## src/rtl/dt_pkg.sv

```systemverilog
package dt_pkg;
    localparam int CTRL_W    = 8;
    localparam int CB_EN     = 7;
    localparam int CB_PER    = 6;
    localparam int CB_IE     = 5;
    localparam int CB_PS_HI  = 3;
    localparam int CB_PS_LO  = 2;
    localparam int CB_WIDE   = 1;
    localparam int CB_ONE    = 0;
    localparam logic [CTRL_W-1:0] CTRL_RESET = 8'h20;

    typedef enum logic [2:0] {
        RG_LOAD   = 3'd0,
        RG_VALUE  = 3'd1,
        RG_CTRL   = 3'd2,
        RG_ICLR   = 3'd3,
        RG_RAW    = 3'd4,
        RG_MSK    = 3'd5,
        RG_BGLOAD = 3'd6,
        RG_PAD    = 3'd7
    } dt_reg_e;

    typedef enum logic [1:0] {
        ST_OFF  = 2'd0,
        ST_RUN  = 2'd1,
        ST_HELD = 2'd2
    } dt_state_e;
endpackage

```

## src/rtl/dt_prescaler.sv

```systemverilog
module dt_prescaler #(
    parameter int PRE_W = 12
) (
    input  logic             clk,
    input  logic             rst_n,
    input  logic             tick,
    output logic [PRE_W-1:0] cnt_adv
);
    logic [PRE_W-1:0] cnt_q;

    assign cnt_adv = cnt_q + 1'b1;

    always_ff @(posedge clk) begin
        if (!rst_n)    cnt_q <= '0;
        else if (tick) cnt_q <= cnt_adv;
    end

    AST_PRESCALE_IDLE: assert property (@(posedge clk) disable iff (!rst_n)
        !tick |=> $stable(cnt_q));
endmodule

```

## src/rtl/dt_channel.sv

```systemverilog
module dt_channel
    import dt_pkg::*;
#(
    parameter int DATA_W   = 32,
    parameter int NARROW_W = 16,
    parameter int PRE_W    = 12,
    parameter int PRE_STEP = 4
) (
    input  logic              clk,
    input  logic              rst_n,
    input  logic              tick,
    input  logic [PRE_W-1:0]  cnt_adv,
    input  logic              wr_load,
    input  logic              wr_bg,
    input  logic              wr_ctrl,
    input  logic              wr_iclr,
    input  logic [DATA_W-1:0] wdata,
    output logic [DATA_W-1:0] load_o,
    output logic [DATA_W-1:0] value_o,
    output logic [CTRL_W-1:0] ctrl_o,
    output logic              raw_o,
    output logic              msk_o
);
    localparam int UPPER_W = DATA_W - NARROW_W;

    dt_state_e         st_q, st_d;
    logic [DATA_W-1:0] load_q, value_q, value_d;
    logic [CTRL_W-1:0] ctrl_q;
    logic              pend_q, pend_d, flag_q;
    logic [PRE_W-1:0]  mask;
    logic              due, wide, hit;
    logic [DATA_W-1:0] cur, nxt, newcnt;

    // prescale qualification
    always_comb begin
        for (int b = 0; b < PRE_W; b++)
            mask[b] = (b < int'(ctrl_q[CB_PS_HI:CB_PS_LO]) * PRE_STEP);
    end
    assign due  = tick && ((cnt_adv & mask) == '0);
    assign wide = ctrl_q[CB_WIDE];
    assign cur  = wide ? value_q : {{UPPER_W{1'b0}}, value_q[NARROW_W-1:0]};

    // next state and counting action
    always_comb begin
        st_d   = st_q;
        nxt    = cur;
        pend_d = pend_q;
        unique case (st_q)
            ST_OFF: ;
            ST_RUN, ST_HELD: begin
                if (tick && pend_q) begin
                    nxt    = load_q;
                    pend_d = 1'b0;
                    st_d   = ST_RUN;
                end else if (due && st_q == ST_RUN) begin
                    if (cur == '0) begin
                        if (ctrl_q[CB_ONE])      st_d = ST_HELD;
                        else if (ctrl_q[CB_PER]) nxt  = load_q;
                        else                     nxt  = cur - 1'b1;
                    end else begin
                        nxt = cur - 1'b1;
                    end
                end
            end
            default: st_d = ST_OFF;
        endcase
        if (wr_ctrl) st_d = wdata[CB_EN] ? ST_RUN : ST_OFF;
        if (wr_load) pend_d = 1'b1;
    end

    always_comb begin
        value_d = wide ? nxt : {value_q[DATA_W-1:NARROW_W], nxt[NARROW_W-1:0]};
        newcnt  = wide ? nxt : {{UPPER_W{1'b0}}, nxt[NARROW_W-1:0]};
        hit     = (cur != '0) && (newcnt == '0);
    end

    // state register
    always_ff @(posedge clk) begin
        if (!rst_n) st_q <= ST_OFF;
        else        st_q <= st_d;
    end

    // data registers
    always_ff @(posedge clk) begin
        if (!rst_n) begin
            load_q  <= '0;
            value_q <= '1;
            ctrl_q  <= CTRL_RESET;
            pend_q  <= 1'b0;
            flag_q  <= 1'b0;
        end else begin
            value_q <= value_d;
            pend_q  <= pend_d;
            if (wr_load || wr_bg) load_q <= wdata;
            if (wr_ctrl)          ctrl_q <= wdata[CTRL_W-1:0];
            if (hit)              flag_q <= 1'b1;
            else if (wr_iclr)     flag_q <= 1'b0;
        end
    end

    assign load_o  = load_q;
    assign value_o = value_q;
    assign ctrl_o  = ctrl_q;
    assign raw_o   = flag_q;
    assign msk_o   = flag_q & ctrl_q[CB_IE];

    AST_OFF_STABLE: assert property (@(posedge clk) disable iff (!rst_n)
        (st_q == ST_OFF) |=> $stable(value_q));
    AST_HELD_ZERO: assert property (@(posedge clk) disable iff (!rst_n)
        (st_q == ST_HELD) |-> (wide ? (value_q == '0) : (value_q[NARROW_W-1:0] == '0)));
    AST_RELOAD_APPLIED: assert property (@(posedge clk) disable iff (!rst_n)
        (st_q != ST_OFF && pend_q && tick) |=> (value_q[NARROW_W-1:0] == $past(load_q[NARROW_W-1:0])));
    AST_FLAG_NEEDS_TICK: assert property (@(posedge clk) disable iff (!rst_n)
        $rose(flag_q) |-> $past(tick));
endmodule

```

## src/rtl/dt_dual_timer.sv

```systemverilog
module dt_dual_timer
    import dt_pkg::*;
#(
    parameter int DATA_W   = 32,
    parameter int NARROW_W = 16,
    parameter int PRE_W    = 12,
    parameter int PRE_STEP = 4,
    parameter int NUM_CH   = 2,
    localparam int CH_BITS = (NUM_CH > 1) ? $clog2(NUM_CH) : 1,
    localparam int ADDR_W  = 3 + CH_BITS
) (
    input  logic              clk,
    input  logic              rst_n,
    input  logic              tick,
    input  logic              wr_en,
    input  logic [ADDR_W-1:0] addr,
    input  logic [DATA_W-1:0] wdata,
    output logic [DATA_W-1:0] rdata,
    output logic              irq
);
    logic [PRE_W-1:0]  cnt_adv;
    logic [CH_BITS-1:0] ch_sel;
    dt_reg_e           rg;
    logic [DATA_W-1:0] load_v  [NUM_CH];
    logic [DATA_W-1:0] value_v [NUM_CH];
    logic [CTRL_W-1:0] ctrl_v  [NUM_CH];
    logic [NUM_CH-1:0] raw_v, msk_v;

    assign ch_sel = addr[ADDR_W-1:3];
    assign rg     = dt_reg_e'(addr[2:0]);

    dt_prescaler #(.PRE_W(PRE_W)) u_pre (
        .clk(clk), .rst_n(rst_n), .tick(tick), .cnt_adv(cnt_adv)
    );

    for (genvar c = 0; c < NUM_CH; c++) begin : g_ch
        logic sel;
        assign sel = wr_en && (ch_sel == CH_BITS'(c));
        dt_channel #(
            .DATA_W(DATA_W), .NARROW_W(NARROW_W),
            .PRE_W(PRE_W), .PRE_STEP(PRE_STEP)
        ) u_ch (
            .clk(clk), .rst_n(rst_n), .tick(tick), .cnt_adv(cnt_adv),
            .wr_load(sel && rg == RG_LOAD),
            .wr_bg  (sel && rg == RG_BGLOAD),
            .wr_ctrl(sel && rg == RG_CTRL),
            .wr_iclr(sel && rg == RG_ICLR),
            .wdata(wdata),
            .load_o(load_v[c]), .value_o(value_v[c]), .ctrl_o(ctrl_v[c]),
            .raw_o(raw_v[c]), .msk_o(msk_v[c])
        );
    end

    always_comb begin
        rdata = '0;
        for (int c = 0; c < NUM_CH; c++) begin
            if (ch_sel == CH_BITS'(c)) begin
                unique case (rg)
                    RG_LOAD, RG_BGLOAD: rdata = load_v[c];
                    RG_VALUE:           rdata = value_v[c];
                    RG_CTRL:            rdata = {{(DATA_W-CTRL_W){1'b0}}, ctrl_v[c]};
                    RG_RAW:             rdata = {{(DATA_W-1){1'b0}}, raw_v[c]};
                    RG_MSK:             rdata = {{(DATA_W-1){1'b0}}, msk_v[c]};
                    RG_ICLR, RG_PAD:    rdata = '0;
                    default:            rdata = '0;
                endcase
            end
        end
    end

    assign irq = |msk_v;

    AST_IRQ_FROM_FLAGS: assert property (@(posedge clk) disable iff (!rst_n)
        irq |-> (|raw_v));
endmodule

```

## config.mk

```make
export PLATFORM = sky130hd
export DESIGN_NAME = dt_dual_timer
export DESIGN_NICKNAME = d
export VERILOG_FILES = /design/src/rtl/dt_pkg.sv /design/src/rtl/dt_prescaler.sv /design/src/rtl/dt_channel.sv /design/src/rtl/dt_dual_timer.sv
export SDC_FILE = /design/constraint.sdc
export NUM_CORES = 1
export LEC_CHECK = 0
export BUFFER_PORTS_ARGS = -buffer_cell sky130_fd_sc_hd__buf_2
export CAP_MARGIN = 0
export CORE_MARGIN = 10
export CORE_UTILIZATION = 38
export CTS_CLUSTER_DIAMETER = 60
export DETAILED_ROUTE_END_ITERATION = 12
export GPL_TIMING_DRIVEN = 0
export HOLD_SLACK_MARGIN = 0.12
export SLEW_MARGIN = 15
export SYNTH_ARGS = -nofsm -noshare
export SYNTH_HDL_FRONTEND = slang
export SYNTH_SLANG_ARGS = --single-unit
```

## constraint.sdc

```tcl
create_clock -name clk -period 10.8 [get_ports clk]
set_input_delay 2.16 -clock clk [delete_from_list [all_inputs] [get_ports clk]]
set_output_delay 2.16 -clock clk [all_outputs]
set_load 0.005 [all_outputs]
```

; ---- Word level (Yosys, flattened, before mapping)
; Cells that the tools add are included.
[word_totals]
ff_bits = 164
in_bits = 40
output_inout_bits = 33
elab_cells = 154
[op_classes]
addsub = 3
n_lt_le_gt_ge = 24
n_eq_ne = 19
muxes = 42
bitwise_logic = 5
n_reduce_logical = 46
[op_table]
columns = cell, count
row1 = $mux 32, 17
row2 = $pmux 32 s6, 2
row3 = $logic_not 32->1, 4
row4 = $reduce_bool 32->1, 2
row5 = $sub 32x1->32 const B, 2
row6 = $lt 3x4->1 const A, 8
row7 = $lt 4x4->1 const A, 8
row8 = $and 12x12->12, 2
row9 = $logic_not 12->1, 2
row10 = $ne 4x1->1 const B, 6
row11 = $mux 2, 10
row12 = $logic_and 1x1->1, 18
row13 = $lt 1x4->1 const A, 4
row14 = $lt 2x4->1 const A, 4
row15 = $add 12x1->12 const B, 1
row16 = $eq 3x3->1 const B, 4
row17 = $reduce_bool 2->1, 6
row18 = $mux 1, 11
row19 = $reduce_or 2->1, 5
row20 = $pmux 2 s2, 2
row21 = $reduce_and 4->1, 2
row22 = $eq 3x2->1 const B, 2
row23 = $eq 2x1->1 const B, 2
row24 = $eq 2x2->1 const B, 2
row25 = 8 further kinds, 13

; ---- Depth between registers and ports, before layout
[depth]
depth_word = 12
ltp_mapped = 16
mapped_depth_nobuf = 13

; ---- Cells and area by module
; A second synthesis with hierarchy kept.
[unflattened]
cells_unflattened = 1597
area_unflattened_um2 = 11687.5
[by_module_without_submodules]
columns = mod, n_inst, cells_per_inst, area_each_um2, seq_area_each_um2
row1 = dt_channel at g_ch[0].u_ch, 1, 653, 4749.6, 1521.5
row2 = dt_channel at g_ch[1].u_ch, 1, 636, 4657.0, 1521.5
row3 = dt_dual_timer, 1, 225, 1580.3, 0.0
row4 = dt_prescaler, 1, 83, 700.7, 240.2

; ---- Least setup slack after synthesis
; OpenSTA, ideal clock, no wires.
[synth_path]
kind = input port to output port
from = in addr[2]
to = out rdata[21]
t_arrival_ps = 3941
required_ps = 8640
setup_slack_ps = 4699
path_stages = 8
n_path_buf = 4
cell_sequence = clkbuf_1 > xnor2_1 > nor2b_1 > clkbuf_1 > clkbuf_1 > clkbuf_1 > a22oi_1 > a21oi_1
[synth_via]
elab_chain_cells = 4
elab_cells_between_ends = 13
cone_classes = eq/ne (7) / mux (3) / reduce/logical (3)
[synth_rtl]
columns = item, line_no
row1 = from (decl), dt_dual_timer.sv:16  ; input logic [ADDR_W-1:0] addr,
row2 = "$eq 3x2->1, or another cell as far along", dt_dual_timer.sv:58  ; unique case (rg)
row3 = $reduce_or 2->1, dt_dual_timer.sv:58
row4 = $pmux 32 s6, dt_dual_timer.sv:58
row5 = $mux 32 *, dt_dual_timer.sv:57  ; if (ch_sel == CH_BITS'(c)) begin
row6 = to (decl), dt_dual_timer.sv:18  ; output logic [DATA_W-1:0] rdata,
; Every way passes the cells marked *; elsewhere a longest branch is shown, timed or not.

; ---- Final worst setup path
[layout_path]
from = in addr[1]
to = out rdata[30]
; Same word-level chain as after synthesis.

==> metrics.csv <==
metric;value;unit
multi_input_area;7120;um2
first_pass_iters;8;
die_w;190;um
via_per_inst;6.35;
ir_worst_vdd;0.112;mV
clk_pin_slew;80;ps
tightest_slew;1170;ps
power;0.00152;W
first_iter_violations;1800;
syn_inst;1575;
fin_tns_setup;0;ps
synth.largest_area_cell;dfxtp_1;
grt_pass1_vias;12169;
clock-sinks;164;
critPathLaunch;addr[1];
gp_congestion;1.02;
synth_enable_flop_cells;0;
p_leak;4.06;nW
synth_seq_cells;164;
synth_common_cells;nand2_1 (316), a21oi_1 (173), dfxtp_1 (164);
ys_seq_area_share;29.8;%
yosys_warnings;0;
ys_types;73;
layout.nets;1709;
start_util;38.4;%
synth.top_cell.area_share;29.8;%
netlist_top_cells_area;dfxtp_1 (30%), nand2_1 (11%), a21oi_1 (7.9%), nor2_1 (4.3%), clkbuf_1 (4.1%);
rsz0062_at_grt;no;
grt_max_degree;20;
coreArea;28700;um2
hold_end;g_ch[1].u_ch.ctrl_o[7];
wire_per_inst;25.1;um
post_cts_resized;0;
worst-setup-path-type;in2out;
clk_path_buf_depth;2;
setup_viol;0;
place_hpwl;39900;um
whs_path_depth;2;
reg2reg_slack;4890;ps
cts_max_level;4;
n_fill_cell;3063;
area_growth;13.0;%
rr_startpoint;u_pre.cnt_q[0];
synthArstFlopShare;0;%
slew_headroom;21.7;%
power.density;122;nW/um2
antenna_found_initial;1;
cp-start-kind;input port;
die_area;36200;um2
r2r_cells;13;
fp.dieH;190;um
period_minus_slack;7130;ps
netlist_area;11000;um2
dr_wl_met2;23400;um
vias;13076;
critPathCaptureType;primary output;
finalHoldViolations;0;
avgSynthCellArea;7.00;um2
grt_pass1_wl;77300;um
ys.flop_type;dfxtp_1;
hp-class;reg2reg;
grt_remaining_overflow;0;
postCtsSetupBuffers;0;
drc;0;
cts-root-buf;clkbuf_16;
wl_met1;20700;um
cp.arrival;4970;ps
tritoncts;yes;
status;finished, final reports clean;
min-delay-start;g_ch[1].u_ch.ctrl_o[7];
fmax;140;MHz
grtUsageTotal;27.8;%
regArea;3280;um2
io_buffers;68;
ioPinCount;73;
num_rows;62;
cts_buffers;17;
ant_nets;0;
yosysMostFrequentCell;nand2_1;
reg2reg_to;g_ch[0].u_ch.raw_o;
holdBufCountCts;0;
maxUsedRoutingLayer;met4;
totalWireLength;51800;um
synth_nets;1622;
finalMaxSlewViolations;0;
maxCapViolCount;0;
crit_fanout;10;
finClkSkew;16.4;ps
worstPathRequired;8640;ps
drive_gt1_share;8.24;%
clkLatencyLatePin;460;ps
met3_length;4830;um
fin_crit_sh;66.0;%
-- registers in the layout, indices dropped and copies added (netlist names) --
register and flops:
g_ch.u_ch.ctrl_o 16, g_ch.u_ch.load_o 64, g_ch.u_ch.pend_q 2, g_ch.u_ch.raw_o 2, g_ch.u_ch.st_q 4, g_ch.u_ch.value_o 64, u_pre.cnt_q 12
-- how the worst max path moves through the flow --
| stage | slack, ps | cells after the start | to |
|---|---|---|---|
| after floorplan | 4700 | 8 | rdata[21] |
| after global placement | 3750 | 9 | rdata[30] |
| after detailed placement | 3730 | 9 | rdata[30] |
| after CTS | 3720 | 9 | rdata[30] |
| after global routing | 3520 | 9 | rdata[29] |
| final | 3670 | 9 | rdata[30] |
-- critical path, stage by stage --
cell	delay (ps)
clkbuf_1	210
xnor2_1	500
nor2b_1	190
clkbuf_1	390
clkbuf_1	480
clkbuf_1	400
a22oi_1	160
a21oi_1	290
buf_2	180
-- cell usage in the layout, fill, tap and decap left out, drive strengths merged, types with 7 or more instances in the layout --
cell type	Yosys	layout
buf	14	82
a22oi	51	51
nor3	40	40
o22ai	12	12
nand4	22	22
o41ai	10	10
dfxtp	164	164
a21o	9	9
nand2b	8	8
a21oi	173	173
inv	25	32
o21ai	88	88
xnor2	20	20
a221oi	38	38
mux2i	15	15
clkinv	2	8
a211oi	17	17
a32oi	10	10
o31ai	11	11
nand2	316	316
and3	15	15
o221ai	10	10
nand3	40	40
ha	7	7
or2	10	10
o211ai	15	15
and2	8	8
nor4	14	14
nor2b	8	8
or3	18	18
clkbuf	120	137
a22o	7	7
a31oi	28	28
nor2	126	126
or4	15	15
xor2	16	16
-- routing by layer --
metal	track usage (%)	vias up
met1	34.9	6145
met5	0	-
met4	14.4	0
met3	6.16	189
li1	-	5984
met2	43.7	758
-- kinds of logic (layout without fill, tap and decap cells) --
group	Yosys count	in the layout	share of synthesized area (%)
compound gates	532	532	31.7
xor+xnor	36	36	2.86
fa+ha+maj	7	7	0.794
buf+inv	161	261	5.67
flops	164	164	29.8
mux	16	16	1.46
other cells	0	1	0
simple gates	659	659	27.8
-- power breakdown --
part           total, W  switching [W]  leakage (nW)  internal [W]
sequential     0.000640      0.0000219          1.33      0.000619
combinational  0.000250       0.000179          2.44     0.0000709
clock          0.000633       0.000319         0.289      0.000314
-- through the flow --
step                      area [um2]  utilization (%)  hold slack [ps]  setup slack (ps)  std cells
after detailed placement       11800             41.3              456              3730       2027
final                          12500             43.4              471              3670       2060
after CTS                      12500             43.4              468              3720       2059
after floorplan                11000                -              437              4700       1575
after global placement         11800             41.3              451              3750       2027
after global routing           12500             43.4              504              3520       2059
-- area by class of cell --
type,count,share of cell area (%)
diodes,1,0.0201
clock buffers,17,3.42
well taps,384,3.86
multi-input cells,1250,57.1
flip-flops and latches,164,26.4
inverters,27,0.814
repair buffers,68,2.73
clock inverters,15,1.46
plain buffers,134,4.21
Note: power is estimated with default switching activity, not from simulation.
